$ cat src/rtl/igf_pkg.sv
`timescale 1ns/1ps
package igf_pkg;
  localparam int CLS_W  = 4;
  localparam int KIND_W = 3;
  localparam int DST_W  = 2;
  localparam int PIPE_W = 3;

  localparam logic [CLS_W-1:0] CL_ANY  = 4'd0;
  localparam logic [CLS_W-1:0] CL_ALU0 = 4'd1;
  localparam logic [CLS_W-1:0] CL_ALU1 = 4'd2;
  localparam logic [CLS_W-1:0] CL_FPM  = 4'd3;
  localparam logic [CLS_W-1:0] CL_FPA  = 4'd4;
  localparam logic [CLS_W-1:0] CL_LD   = 4'd5;
  localparam logic [CLS_W-1:0] CL_ST   = 4'd6;
  localparam logic [CLS_W-1:0] CL_CTI  = 4'd7;
  localparam logic [CLS_W-1:0] CL_SOLO = 4'd8;

  localparam logic [KIND_W-1:0] KD_PLAIN  = 3'd0;
  localparam logic [KIND_W-1:0] KD_JMPL   = 3'd1;
  localparam logic [KIND_W-1:0] KD_DIV    = 3'd2;
  localparam logic [KIND_W-1:0] KD_MUL    = 3'd3;
  localparam logic [KIND_W-1:0] KD_WRCC   = 3'd4;
  localparam logic [KIND_W-1:0] KD_RDCC   = 3'd5;
  localparam logic [KIND_W-1:0] KD_FCMP   = 3'd6;
  localparam logic [KIND_W-1:0] KD_FPSENS = 3'd7;

  localparam logic [PIPE_W-1:0] PP_NONE = 3'd0;
  localparam logic [PIPE_W-1:0] PP_ALU0 = 3'd1;
  localparam logic [PIPE_W-1:0] PP_ALU1 = 3'd2;
  localparam logic [PIPE_W-1:0] PP_LSU  = 3'd3;
  localparam logic [PIPE_W-1:0] PP_FPM  = 3'd4;
  localparam logic [PIPE_W-1:0] PP_FPA  = 3'd5;
  localparam logic [PIPE_W-1:0] PP_BRU  = 3'd6;

  function automatic logic is_alu(input logic [CLS_W-1:0] c);
    return (c == CL_ANY) || (c == CL_ALU0) || (c == CL_ALU1);
  endfunction

  function automatic logic is_mem(input logic [CLS_W-1:0] c);
    return (c == CL_LD) || (c == CL_ST);
  endfunction

  function automatic logic forces_solo(input logic [CLS_W-1:0] c, input logic [KIND_W-1:0] k);
    return (c >= CL_SOLO) || (k == KD_DIV) || (k == KD_MUL) || (k == KD_WRCC) || (k == KD_RDCC);
  endfunction

  function automatic logic fcmp_shy(input logic [KIND_W-1:0] k);
    return (k == KD_DIV) || (k == KD_MUL) || (k == KD_FPSENS);
  endfunction

  function automatic logic [PIPE_W-1:0] fixed_pipe(input logic [CLS_W-1:0] c);
    case (c)
      CL_ALU1:       return PP_ALU1;
      CL_FPM:        return PP_FPM;
      CL_FPA:        return PP_FPA;
      CL_LD, CL_ST:  return PP_LSU;
      CL_CTI:        return PP_BRU;
      default:       return PP_ALU0;
    endcase
  endfunction
endpackage

$ cat src/rtl/igf_slot_chain.sv
`timescale 1ns/1ps
module igf_slot_chain
  import igf_pkg::*;
#(
  parameter int SLOTS      = 4,
  parameter int INT_SLOTS  = 3,
  parameter int MAX_ALU    = 2,
  parameter int MAX_INT_WR = 2,
  parameter int MAX_FP_WR  = 1
) (
  input  logic [SLOTS-1:0]        valid,
  input  logic [SLOTS*CLS_W-1:0]  cls,
  input  logic [SLOTS*KIND_W-1:0] kind,
  input  logic [SLOTS*DST_W-1:0]  dst,
  input  logic                    hold,
  input  logic                    fc_win,
  input  logic                    rd_ready,
  output logic [SLOTS-1:0]        take,
  output logic [$clog2(SLOTS+1)-1:0] cnt,
  output logic [SLOTS*PIPE_W-1:0] pipe
);
  localparam int CW = $clog2(SLOTS+1);
  localparam logic [CW-1:0] ALU_LIM = CW'(MAX_ALU);
  localparam logic [CW-1:0] IW_LIM  = CW'(MAX_INT_WR);
  localparam logic [CW-1:0] FW_LIM  = CW'(MAX_FP_WR);

  // admission: walk the window oldest first, stop at the first refusal
  always_comb begin
    logic stop, ok, fcs, ls_use;
    logic [CW-1:0] n_alu, n_iw, n_fw;
    logic a0, a1, ls, fm, fa, ct;
    logic [CLS_W-1:0] c;
    logic [KIND_W-1:0] kd;
    logic [DST_W-1:0] d;
    stop = hold; fcs = fc_win;
    n_alu = '0; n_iw = '0; n_fw = '0;
    a0 = 1'b0; a1 = 1'b0; ls = 1'b0; fm = 1'b0; fa = 1'b0; ct = 1'b0;
    take = '0; cnt = '0;
    for (int k = 0; k < SLOTS; k++) begin
      c  = cls[k*CLS_W +: CLS_W];
      kd = kind[k*KIND_W +: KIND_W];
      d  = dst[k*DST_W +: DST_W];
      ls_use = is_mem(c) || (kd == KD_JMPL);
      ok = valid[k] && !stop;
      if (forces_solo(c, kd) && k != 0) ok = 1'b0;
      if (kd == KD_RDCC && !rd_ready) ok = 1'b0;
      if ((is_alu(c) || is_mem(c)) && k >= INT_SLOTS) ok = 1'b0;
      if (is_alu(c) && n_alu == ALU_LIM) ok = 1'b0;
      if (c == CL_ALU0 && a0) ok = 1'b0;
      if (c == CL_ALU1 && a1) ok = 1'b0;
      if (ls_use && ls) ok = 1'b0;
      if (c == CL_FPM && fm) ok = 1'b0;
      if (c == CL_FPA && fa) ok = 1'b0;
      if (c == CL_CTI && ct) ok = 1'b0;
      if (d[0] && n_iw == IW_LIM) ok = 1'b0;
      if (d[1] && n_fw == FW_LIM) ok = 1'b0;
      if (fcmp_shy(kd) && fcs) ok = 1'b0;
      if (ok) begin
        take[k] = 1'b1;
        cnt = cnt + 1'b1;
        if (is_alu(c)) n_alu = n_alu + 1'b1;
        if (c == CL_ALU0) a0 = 1'b1;
        if (c == CL_ALU1) a1 = 1'b1;
        if (ls_use) ls = 1'b1;
        if (c == CL_FPM) fm = 1'b1;
        if (c == CL_FPA) fa = 1'b1;
        if (c == CL_CTI) ct = 1'b1;
        if (d[0]) n_iw = n_iw + 1'b1;
        if (d[1]) n_fw = n_fw + 1'b1;
        if (kd == KD_FCMP) fcs = 1'b1;
        if (forces_solo(c, kd)) stop = 1'b1;
      end else begin
        stop = 1'b1;
      end
    end
  end

  // steering: a flexible ALU op yields ALU0 to a pinned one anywhere in the group
  always_comb begin
    logic alu0_busy;
    logic [CLS_W-1:0] c;
    alu0_busy = 1'b0;
    for (int k = 0; k < SLOTS; k++)
      if (take[k] && cls[k*CLS_W +: CLS_W] == CL_ALU0) alu0_busy = 1'b1;
    pipe = '0;
    for (int k = 0; k < SLOTS; k++) begin
      c = cls[k*CLS_W +: CLS_W];
      if (!take[k]) begin
        pipe[k*PIPE_W +: PIPE_W] = PP_NONE;
      end else if (c == CL_ANY) begin
        pipe[k*PIPE_W +: PIPE_W] = alu0_busy ? PP_ALU1 : PP_ALU0;
        alu0_busy = 1'b1;
      end else begin
        pipe[k*PIPE_W +: PIPE_W] = fixed_pipe(c);
      end
    end
  end
endmodule

$ cat src/rtl/igf_hold_timers.sv
`timescale 1ns/1ps
module igf_hold_timers #(
  parameter int BW        = 7,
  parameter int FW        = 2,
  parameter int WW        = 3,
  parameter int FCMP_GAP  = 2,
  parameter int RDCC_WAIT = 4
) (
  input  logic          clk,
  input  logic          rst_n,
  input  logic          blk_en,
  input  logic [BW-1:0] blk_val,
  input  logic          fc_issue,
  input  logic          head_rd,
  input  logic          rd_issue,
  output logic          hold,
  output logic          fc_win,
  output logic          rd_ready
);
  localparam logic [WW-1:0] WAIT_LIM = WW'(RDCC_WAIT);
  logic [BW-1:0] blk_q;
  logic [FW-1:0] fc_q;
  logic [WW-1:0] wait_q;

  always_ff @(posedge clk) begin
    if (!rst_n) begin
      blk_q  <= '0;
      fc_q   <= '0;
      wait_q <= '0;
    end else begin
      if (blk_en)             blk_q <= blk_val;
      else if (blk_q != '0)   blk_q <= blk_q - 1'b1;
      if (fc_issue)           fc_q <= FW'(FCMP_GAP);
      else if (fc_q != '0)    fc_q <= fc_q - 1'b1;
      if (head_rd && !rd_issue) begin
        if (wait_q != WAIT_LIM) wait_q <= wait_q + 1'b1;
      end else begin
        wait_q <= '0;
      end
    end
  end

  assign hold     = (blk_q != '0);
  assign fc_win   = (fc_q != '0);
  assign rd_ready = (wait_q == WAIT_LIM);

  // once loaded, the stall window shrinks by one per cycle
  a_r8_countdown: assert property (@(posedge clk) disable iff (!rst_n)
    (blk_q != '0 && !blk_en) |=> blk_q == $past(blk_q) - 1'b1);
  // an FP compare opens its window on the next cycle
  a_r9_window_open: assert property (@(posedge clk) disable iff (!rst_n)
    fc_issue |=> fc_win);
  // the head wait never runs past its limit
  a_r10_wait_bound: assert property (@(posedge clk) disable iff (!rst_n)
    wait_q <= WAIT_LIM);
endmodule

$ cat src/rtl/issue_group_former.sv
`timescale 1ns/1ps
module issue_group_former
  import igf_pkg::*;
#(
  parameter int SLOTS      = 4,
  parameter int INT_SLOTS  = 3,
  parameter int MAX_ALU    = 2,
  parameter int MAX_INT_WR = 2,
  parameter int MAX_FP_WR  = 1,
  parameter int DIV_GAP    = 68,
  parameter int MUL_GAP    = 19,
  parameter int WRCC_GAP   = 4,
  parameter int FCMP_GAP   = 2,
  parameter int RDCC_WAIT  = 4
) (
  input  logic                        clk,
  input  logic                        rst_n,
  input  logic [SLOTS-1:0]            in_valid,
  input  logic [SLOTS*CLS_W-1:0]      in_cls,
  input  logic [SLOTS*KIND_W-1:0]     in_kind,
  input  logic [SLOTS*DST_W-1:0]      in_dst,
  output logic [$clog2(SLOTS+1)-1:0]  issue_cnt,
  output logic [SLOTS*PIPE_W-1:0]     issue_pipe
);
  localparam int GAP_MAX = (DIV_GAP > MUL_GAP) ? ((DIV_GAP > WRCC_GAP) ? DIV_GAP : WRCC_GAP)
                                               : ((MUL_GAP > WRCC_GAP) ? MUL_GAP : WRCC_GAP);
  localparam int BW = $clog2(GAP_MAX + 1);
  localparam int FW = $clog2(FCMP_GAP + 1);
  localparam int WW = $clog2(RDCC_WAIT + 1);

  logic [SLOTS-1:0] take, solo_v, div_v, mul_v, wrcc_v, fcmp_v, rdcc_v, shy_v, mem_v, fpw_v, intpos_v;
  logic hold, fc_win, rd_ready, blk_en, fc_issue, head_rd, rd_issue;
  logic [BW-1:0] blk_val;

  for (genvar g = 0; g < SLOTS; g++) begin : g_flag
    wire [CLS_W-1:0]  c = in_cls[g*CLS_W +: CLS_W];
    wire [KIND_W-1:0] k = in_kind[g*KIND_W +: KIND_W];
    assign solo_v[g]   = forces_solo(c, k);
    assign div_v[g]    = (k == KD_DIV);
    assign mul_v[g]    = (k == KD_MUL);
    assign wrcc_v[g]   = (k == KD_WRCC);
    assign fcmp_v[g]   = (k == KD_FCMP);
    assign rdcc_v[g]   = (k == KD_RDCC);
    assign shy_v[g]    = fcmp_shy(k);
    assign mem_v[g]    = is_mem(c) || (k == KD_JMPL);
    assign fpw_v[g]    = in_dst[g*DST_W + 1];
    assign intpos_v[g] = is_alu(c) || is_mem(c);
  end

  igf_slot_chain #(
    .SLOTS(SLOTS), .INT_SLOTS(INT_SLOTS), .MAX_ALU(MAX_ALU),
    .MAX_INT_WR(MAX_INT_WR), .MAX_FP_WR(MAX_FP_WR)
  ) u_chain (
    .valid(in_valid), .cls(in_cls), .kind(in_kind), .dst(in_dst),
    .hold(hold || !rst_n), .fc_win(fc_win), .rd_ready(rd_ready),
    .take(take), .cnt(issue_cnt), .pipe(issue_pipe)
  );

  always_comb begin
    blk_en  = |(take & (div_v | mul_v | wrcc_v));
    if (|(take & div_v))      blk_val = BW'(DIV_GAP);
    else if (|(take & mul_v)) blk_val = BW'(MUL_GAP);
    else                      blk_val = BW'(WRCC_GAP);
  end
  assign fc_issue = |(take & fcmp_v);
  assign head_rd  = in_valid[0] && rdcc_v[0];
  assign rd_issue = take[0] && rdcc_v[0];

  igf_hold_timers #(
    .BW(BW), .FW(FW), .WW(WW), .FCMP_GAP(FCMP_GAP), .RDCC_WAIT(RDCC_WAIT)
  ) u_timers (
    .clk(clk), .rst_n(rst_n), .blk_en(blk_en), .blk_val(blk_val),
    .fc_issue(fc_issue), .head_rd(head_rd), .rd_issue(rd_issue),
    .hold(hold), .fc_win(fc_win), .rd_ready(rd_ready)
  );

  // issued slots are a leading run of the window
  a_r1_prefix: assert property (@(posedge clk) disable iff (!rst_n)
    ((take + 1'b1) & take) == '0);
  // the last position never carries an integer or memory class
  a_r2_last_pos: assert property (@(posedge clk) disable iff (!rst_n)
    !(take[SLOTS-1] && intpos_v[SLOTS-1]));
  // one load/store slot per group
  a_r4_one_mem: assert property (@(posedge clk) disable iff (!rst_n)
    $countones(take & mem_v) <= 1);
  // one FP-file write port
  a_r6_fp_port: assert property (@(posedge clk) disable iff (!rst_n)
    $countones(take & fpw_v) <= MAX_FP_WR);
  // a single-issue instruction travels alone
  a_r7_alone: assert property (@(posedge clk) disable iff (!rst_n)
    |(take & solo_v) |-> issue_cnt == 1);
  // nothing issues under a stall window, and a divide opens one
  a_r8_hold_empty: assert property (@(posedge clk) disable iff (!rst_n)
    hold |-> issue_cnt == 0);
  a_r8_div_opens: assert property (@(posedge clk) disable iff (!rst_n)
    |(take & div_v) |=> hold);
  // compare-sensitive kinds stay out while the window is open
  a_r9_shy_blocked: assert property (@(posedge clk) disable iff (!rst_n)
    fc_win |-> (take & shy_v) == '0);
  // a condition-code read issues only after its head wait
  a_r10_rd_ready: assert property (@(posedge clk) disable iff (!rst_n)
    |(take & rdcc_v) |-> rd_ready);
endmodule

$ cat config.mk
export PLATFORM = sky130hd
export DESIGN_NAME = issue_group_former
export DESIGN_NICKNAME = d
export VERILOG_FILES = /design/src/rtl/igf_pkg.sv /design/src/rtl/igf_slot_chain.sv /design/src/rtl/igf_hold_timers.sv /design/src/rtl/issue_group_former.sv
export SDC_FILE = /design/constraint.sdc
export NUM_CORES = 1
export LEC_CHECK = 0
export ABC_AREA = 1
export BUFFER_PORTS_ARGS = -buffer_cell sky130_fd_sc_hd__buf_2
export CORE_MARGIN = 5
export CORE_UTILIZATION = 30
export CTS_BUF_LIST = sky130_fd_sc_hd__clkbuf_16
export CTS_CLUSTER_DIAMETER = 100
export DETAILED_ROUTE_END_ITERATION = 10
export PLACE_DENSITY = 0.6
export REMOVE_ABC_BUFFERS = 1
export SLEW_MARGIN = 0
export SYNTH_ARGS = -nofsm -noshare
export SYNTH_HDL_FRONTEND = slang
export SYNTH_SLANG_ARGS = --single-unit
$ cat constraint.sdc
create_clock -name clk -period 7.1 [get_ports clk]
set_input_delay 1.42 -clock clk [delete_from_list [all_inputs] [get_ports clk]]
set_output_delay 1.42 -clock clk [all_outputs]
set_load 0.05 [all_outputs]
==> impl_metrics.toml, run 1 <==
[worst_setup_path]
r2r-end = "u_timers.fc_q[0]"
path_max_fanout = 10
cp_slowest_cell = "nor3b_2"
r2r_start = "u_timers.wait_q[0]"
worst_r2r_path_depth = 28
crit_type = "primary input to output pin"
critical_path_required_ns = 5.68
cp-end-kind = "output pin"
critical_path.startpoint = "in_kind[1]"
slowest_delay_ns = 0.24
endpoint = "issue_cnt[2]"
cp.arrival_ns = 5.26
regToRegSetupSlack_ns = 2.91
worst_setup_path_start_kind = "primary input"

[worst_hold_path]
min_from = "u_timers.wait_q[1]"
hp-class = "register to register"

[floorplan]
num_rows = 31
start_util_pct = 31.0
pin_count = 57
core_area_mm2 = 0.00733
die_width_um = 97.0
die_h_um = 97.0
die_area_mm2 = 0.00941

[timing]
min_period_ns = 6.68
rsz0062_at_grt = "no"
setup_viol = 0
finalMaxSlewViolations = 0
worst_hold_slack_ns = 0.485
finalCritPeriodShare_pct = 94.0
fin_setup_tns_ns = 0
finalHoldViolations = 0
fmax_mhz = 150
fin_worst_skew_ns = 0.00130

[yosys]
synth-main-ff-cell = "dfxtp_1"
synth_cell_type_count = 45
mappedNetlistArea_mm2 = 0.00227
synth_enable_flop_cells = 0
synth_common_cells = "nand2_1 (95), inv_1 (58), nor2_1 (48), nand3_1 (31)"
synth_top_cell_by_area = "nand2_1"
syn_inst = 387
synth_top_area_share_pct = 15.7
synth_area_per_cell_um2 = 5.87
synth_area_leaders = "nand2_1 (16%), dfxtp_1 (11%), inv_1 (9.6%)"
ys_async_sr_fraction_pct = 0
ys_seq_area_share_pct = 10.6
synth_warnings = 0
synth_most_common_cell = "nand2_1"
ys_seq_elements = 12

[clocking]
post_cts_resized = 0
clockRootBuffer = "clkbuf_16"
clockBufferDepth = 2
cts_setup_buffers = 0
clkTransAtPathRegs_ns = 0.04
cts_tree = "yes"
cts_sinks = 12
htree_levels = 1
cts_buffers = 3
cts_hold_buf = 0
clock_latency_ns = 0.24

[global_routing]
track_usage_pct = 13.9
grt_pass1_vias = 2473
overflow = 0
grt_pass1_wl_um = 11300
grt_max_degree = 15
antenna_found_initial = 0

[detailed_routing]
postRouteAntennaNets = 0
vias = 2600
drc = 0
dr_wl_met3_um = 322
wl_met2_um = 3000
drt_iter0_markers = 136
via_per_inst = 4.74
detail_route.wl_per_cell_um = 12.2
drt_pass1_iterations = 4
wl_um = 6690
wl_met1_um = 3360
topRoutingLayerUsed = "met4"

[placed_design]
place.gp.congestion = 0.900
io_buffers = 56
dpl.hpwl_um = 5680

[pwr]
ir_drop_mv = 0.0879
seqPwrFrac_pct = 22.7
p_sw_share_pct = 43.4
p_switching_mw = 0.197
p_clk_share_pct = 22.8
p_int_mw = 0.257
p_per_area_mw_per_mm2 = 163
p_leak_nw = 1.45
combPwrFrac_pct = 54.5

[finish]
final_nets = 507
layout-drive-gt1-share_pct = 21.6
area_delta_synth_final_pct = 23.3
num_antenna_cells = 0

[run]
cap_violations = 0

[run_status]
outcome = "finished, final reports clean"
worst min path at each step:
stage	to	slack, ns	depth (start not counted)
floorplan	u_timers.wait_q[0]	0.46	2
global route	u_timers.wait_q[0]	0.51	2
finish	u_timers.wait_q[1]	0.49	2
global placement	u_timers.wait_q[0]	0.48	2
detailed placement	u_timers.wait_q[1]	0.48	2
CTS	u_timers.wait_q[1]	0.49	2
placed cells by master (no fill, tap or decap), drive strengths merged:
cell type and count:
clkinv 2, nand2 102, o311ai 1, mux2i 2, o21a 1, o32ai 1
nor3b 3, a211oi 2, nand4 16, inv 64, and3 3, a31oi 3
nor4 2, o21bai 1, dfxtp 12, conb 2, o2111ai 1, xor2 2
xnor2 4, a21oi 16, buf 58, or2 1, nand3b 2, o21ai 8
o211ai 2, a221oi 4, clkbuf 5, ha 15, nor2 60, nand3 34
a311oi 1, nor3 17, o31ai 2
flip-flops by register name, summed over array words and instances (netlist names):
signal,flops
u_timers.wait_q,3
u_timers.fc_q,2
u_timers.blk_q,7
cell type report:
type                       count  area [um2]
sequential                    12         240
multi-input combinational    308        1790
fill                         812        4530
clock buffer                   3        75.1
clock inverter                 1        3.75
tap                           99         124
timing repair buffer          60         315
inverter                      65         246
logic make-up after synthesis:
logic type	count (synthesis)	share of synthesized area (%)
AND/OR/NAND/NOR	240	54.4
buffers and inverters	67	11.3
AO/OA/AOI/OAI	43	11.8
adder cells (fa/ha/maj)	15	8.26
flip-flops	12	10.6
XOR/XNOR	6	2.31
other	2	0.331
multiplexers	2	0.882
power groups by stage:
stage	clock network (mW)	registers, mW	logic [mW]
floorplan	0	0.101	0.190
detailed placement	0	0.104	0.243
CTS	0.105	0.103	0.248
global route	0.110	0.105	0.279
global placement	0	0.104	0.242
finish	0.104	0.103	0.248
through the flow:
stage	std cells	setup WS [ns]	area (um2)	utilization (%)	power, mW
6_report	548	0.424	2800	38.2	0.455
5_1_grt	548	0.0322	2800	38.2	0.493
4_1_cts	548	0.103	2770	37.8	0.457
3_5_place_dp	544	0.115	2690	36.7	0.348
3_3_place_gp	544	0.258	2690	36.7	0.346
2_1_floorplan	385	0.139	2260	-	0.291
layer usage:
metal / GRT usage, % / vias up
met4: 1.08 / 0
li1: - / 1399
met1: 18.9 / 1140
met2: 23.8 / 59
met5: 0 / -
met3: 2.52 / 2
worst max-delay path, delay by kind of cell:
kind,cells,cell delay [ns]
compound gates,2,0.23
fa+ha+maj,2,0.39
buf+inv,5,0.67
simple gates,21,2.51
(Power assumes the default switching activity.)
==> run 2: changes to the inputs <==
clock period = 8.2 ns   (was 7.1 ns; I/O delays follow)
==> run 2 against run 1 <==
- first-iteration DRC count shrank 17%
- sequential power shrank 14%
- critical endpoint unchanged
- critical path depth decreased by 1
- clock power decreased by 12%
- core utilization decreased by 0.65 points
- hold slack got worse by 0.0047 ns
- largest cell class unchanged
- non-clock buffer count is 4 lower
==> impl_metrics.toml, run 2 (synthesis gave the netlist of run 1 again) <==
[pwr]
p_int_mw = 0.221
p_leak_nw = 1.43
combPwrFrac_pct = 53.8
p_clk_share_pct = 23.5
p_sw_share_pct = 43.2
power_mw = 0.390
p_switching_mw = 0.168
ir_drop_mv = 0.0882
p_per_area_mw_per_mm2 = 142
seqPwrFrac_pct = 22.7

[detailed_routing]
postRouteAntennaNets = 0
vias = 2586
via_per_inst = 4.75
drt_pass1_iterations = 4
wl_um = 6430
drt_iter0_markers = 113
detail_route.wl_per_cell_um = 11.8
drc = 0

[floorplan]
pin_count = 57
num_rows = 31
start_util_pct = 31.0
die_area_mm2 = 0.00941
die_h_um = 97.0
die_width_um = 97.0
core_area_mm2 = 0.00733

[timing]
worst_slack_ns = 0.628
finalCritPeriodShare_pct = 92.3
setup_viol = 0
min_period_ns = 7.57
finalHoldViolations = 0
rsz0062_at_grt = "no"
fin_setup_tns_ns = 0
fin_worst_skew_ns = 0.00426
fmax_mhz = 132
finalMaxSlewViolations = 0

[clocking]
clockBufferDepth = 2
cts_tree = "yes"
cts_sinks = 12
clkTransAtPathRegs_ns = 0.04
htree_levels = 1
clockRootBuffer = "clkbuf_16"
clock_latency_ns = 0.24
cts_buffers = 3
cts_hold_buf = 0

[placed_design]
place.gp.congestion = 0.905
io_buffers = 56
dpl.hpwl_um = 5470
pre_cts_slack_ns = 0.372

[finish]
reg_top3 = "u_timers.blk_q x7, u_timers.wait_q x3, u_timers.fc_q x2"
final_nets = 503
layout-drive-gt1-share_pct = 20.7
num_antenna_cells = 0
fin_util_pct = 37.5
layout.cells.most_common_list = "nand2_1 (95), inv_1 (58), buf_2 (56)"
largest-register = "u_timers.blk_q"
area_delta_synth_final_pct = 21.2
fill_cells = 806
largest_register_ff_count = 7
final_common_cell = "nand2_1"

[worst_setup_path]
cp_slowest_cell = "nor3b_1"
crit_buf_inv = 5
slowest_delay_ns = 0.35
critical_path_required_ns = 6.56
cp.arrival_ns = 5.93
cp-end-kind = "output pin"
crit_type = "primary input to output pin"
worst_setup_path_start_kind = "primary input"
critPathTopFamily = "simple AND/OR/NAND/NOR gates"
path_max_fanout = 15

[global_routing]
grt_pass1_wl_um = 10900
track_usage_pct = 13.4
grt_pass1_vias = 2412
antenna_found_initial = 0
overflow = 0
grt_max_degree = 16

[run]
cap_violations = 0

[run_status]
outcome = "finished, final reports clean"

[worst_hold_path]
hp-class = "register to register"
run 2: changes by cell type in the layout (fill, tap and decap cells not counted), sizes merged:
cell    change
buf         -2
clkbuf      -2
run 2: layout make-up:
cell class / count / area [um2] / share of cell area, %
Timing Repair Buffer: 56 / 280 / 10.2
Clock buffer: 3 / 75.1 / 2.73
Inverter: 65 / 246 / 8.96
Clock inverter: 1 / 3.75 / 0.136
Sequential cell: 12 / 240 / 8.73
Multi-Input combinational cell: 308 / 1780 / 64.8
Tap cell: 99 / 124 / 4.50
run 2: timing repair:
action | in CTS | in global routing
resized for setup | 0 | 2
setup endpoints to repair | 0 | 5
setup buffers | 0 | 0
run 2: layer usage:
layer | vias up | GRT usage [%] | routed length [um]
met5 | - | 0 | 0
met4 | 0 | 2.81 | 90
met3 | 8 | 2.37 | 266
met2 | 63 | 21.6 | 2840
met1 | 1113 | 18.5 | 3240
li1 | 1402 | - | -
run 2: metrics by stage:
| stage | cells | instance area, um2 | hold WS (ns) |
|---|---|---|---|
| after floorplan | 385 | 2260 | 0.456 |
| after detailed placement | 540 | 2660 | 0.479 |
| final | 544 | 2750 | 0.481 |
| after global placement | 540 | 2660 | 0.473 |
| after global routing | 544 | 2750 | 0.519 |
| after CTS | 544 | 2740 | 0.486 |
run 2: path summary, 6_finish.rpt:
path	from	end	slack, ns	depth (start not counted)
worst max-delay path	in_kind[1]	issue_cnt[2]	0.63	29
worst max register to register	u_timers.wait_q[0]	u_timers.fc_q[0]	3.64	27
worst min register to register	u_timers.wait_q[0]	u_timers.wait_q[0]	0.48	2
worst min-delay path	u_timers.wait_q[0]	u_timers.wait_q[0]	0.48	2
run 2: worst min-delay path: cells and delay by family, from the launching register on:
family / cells / cell delay (ns)
AO/OA/AOI/OAI: 1 / 0.05
flip-flops: 1 / 0.32
AND/OR/NAND/NOR: 1 / 0.06
run 2: power groups by stage:
stage | logic [mW] | clock network [mW] | registers (mW)
6_report | 0.209 | 0.0917 | 0.0885
3_5_place_dp | 0.207 | 0 | 0.0899
3_3_place_gp | 0.208 | 0 | 0.0896
5_1_grt | 0.235 | 0.0970 | 0.0916
4_1_cts | 0.210 | 0.0926 | 0.0887
2_1_floorplan | 0.164 | 0 | 0.0877
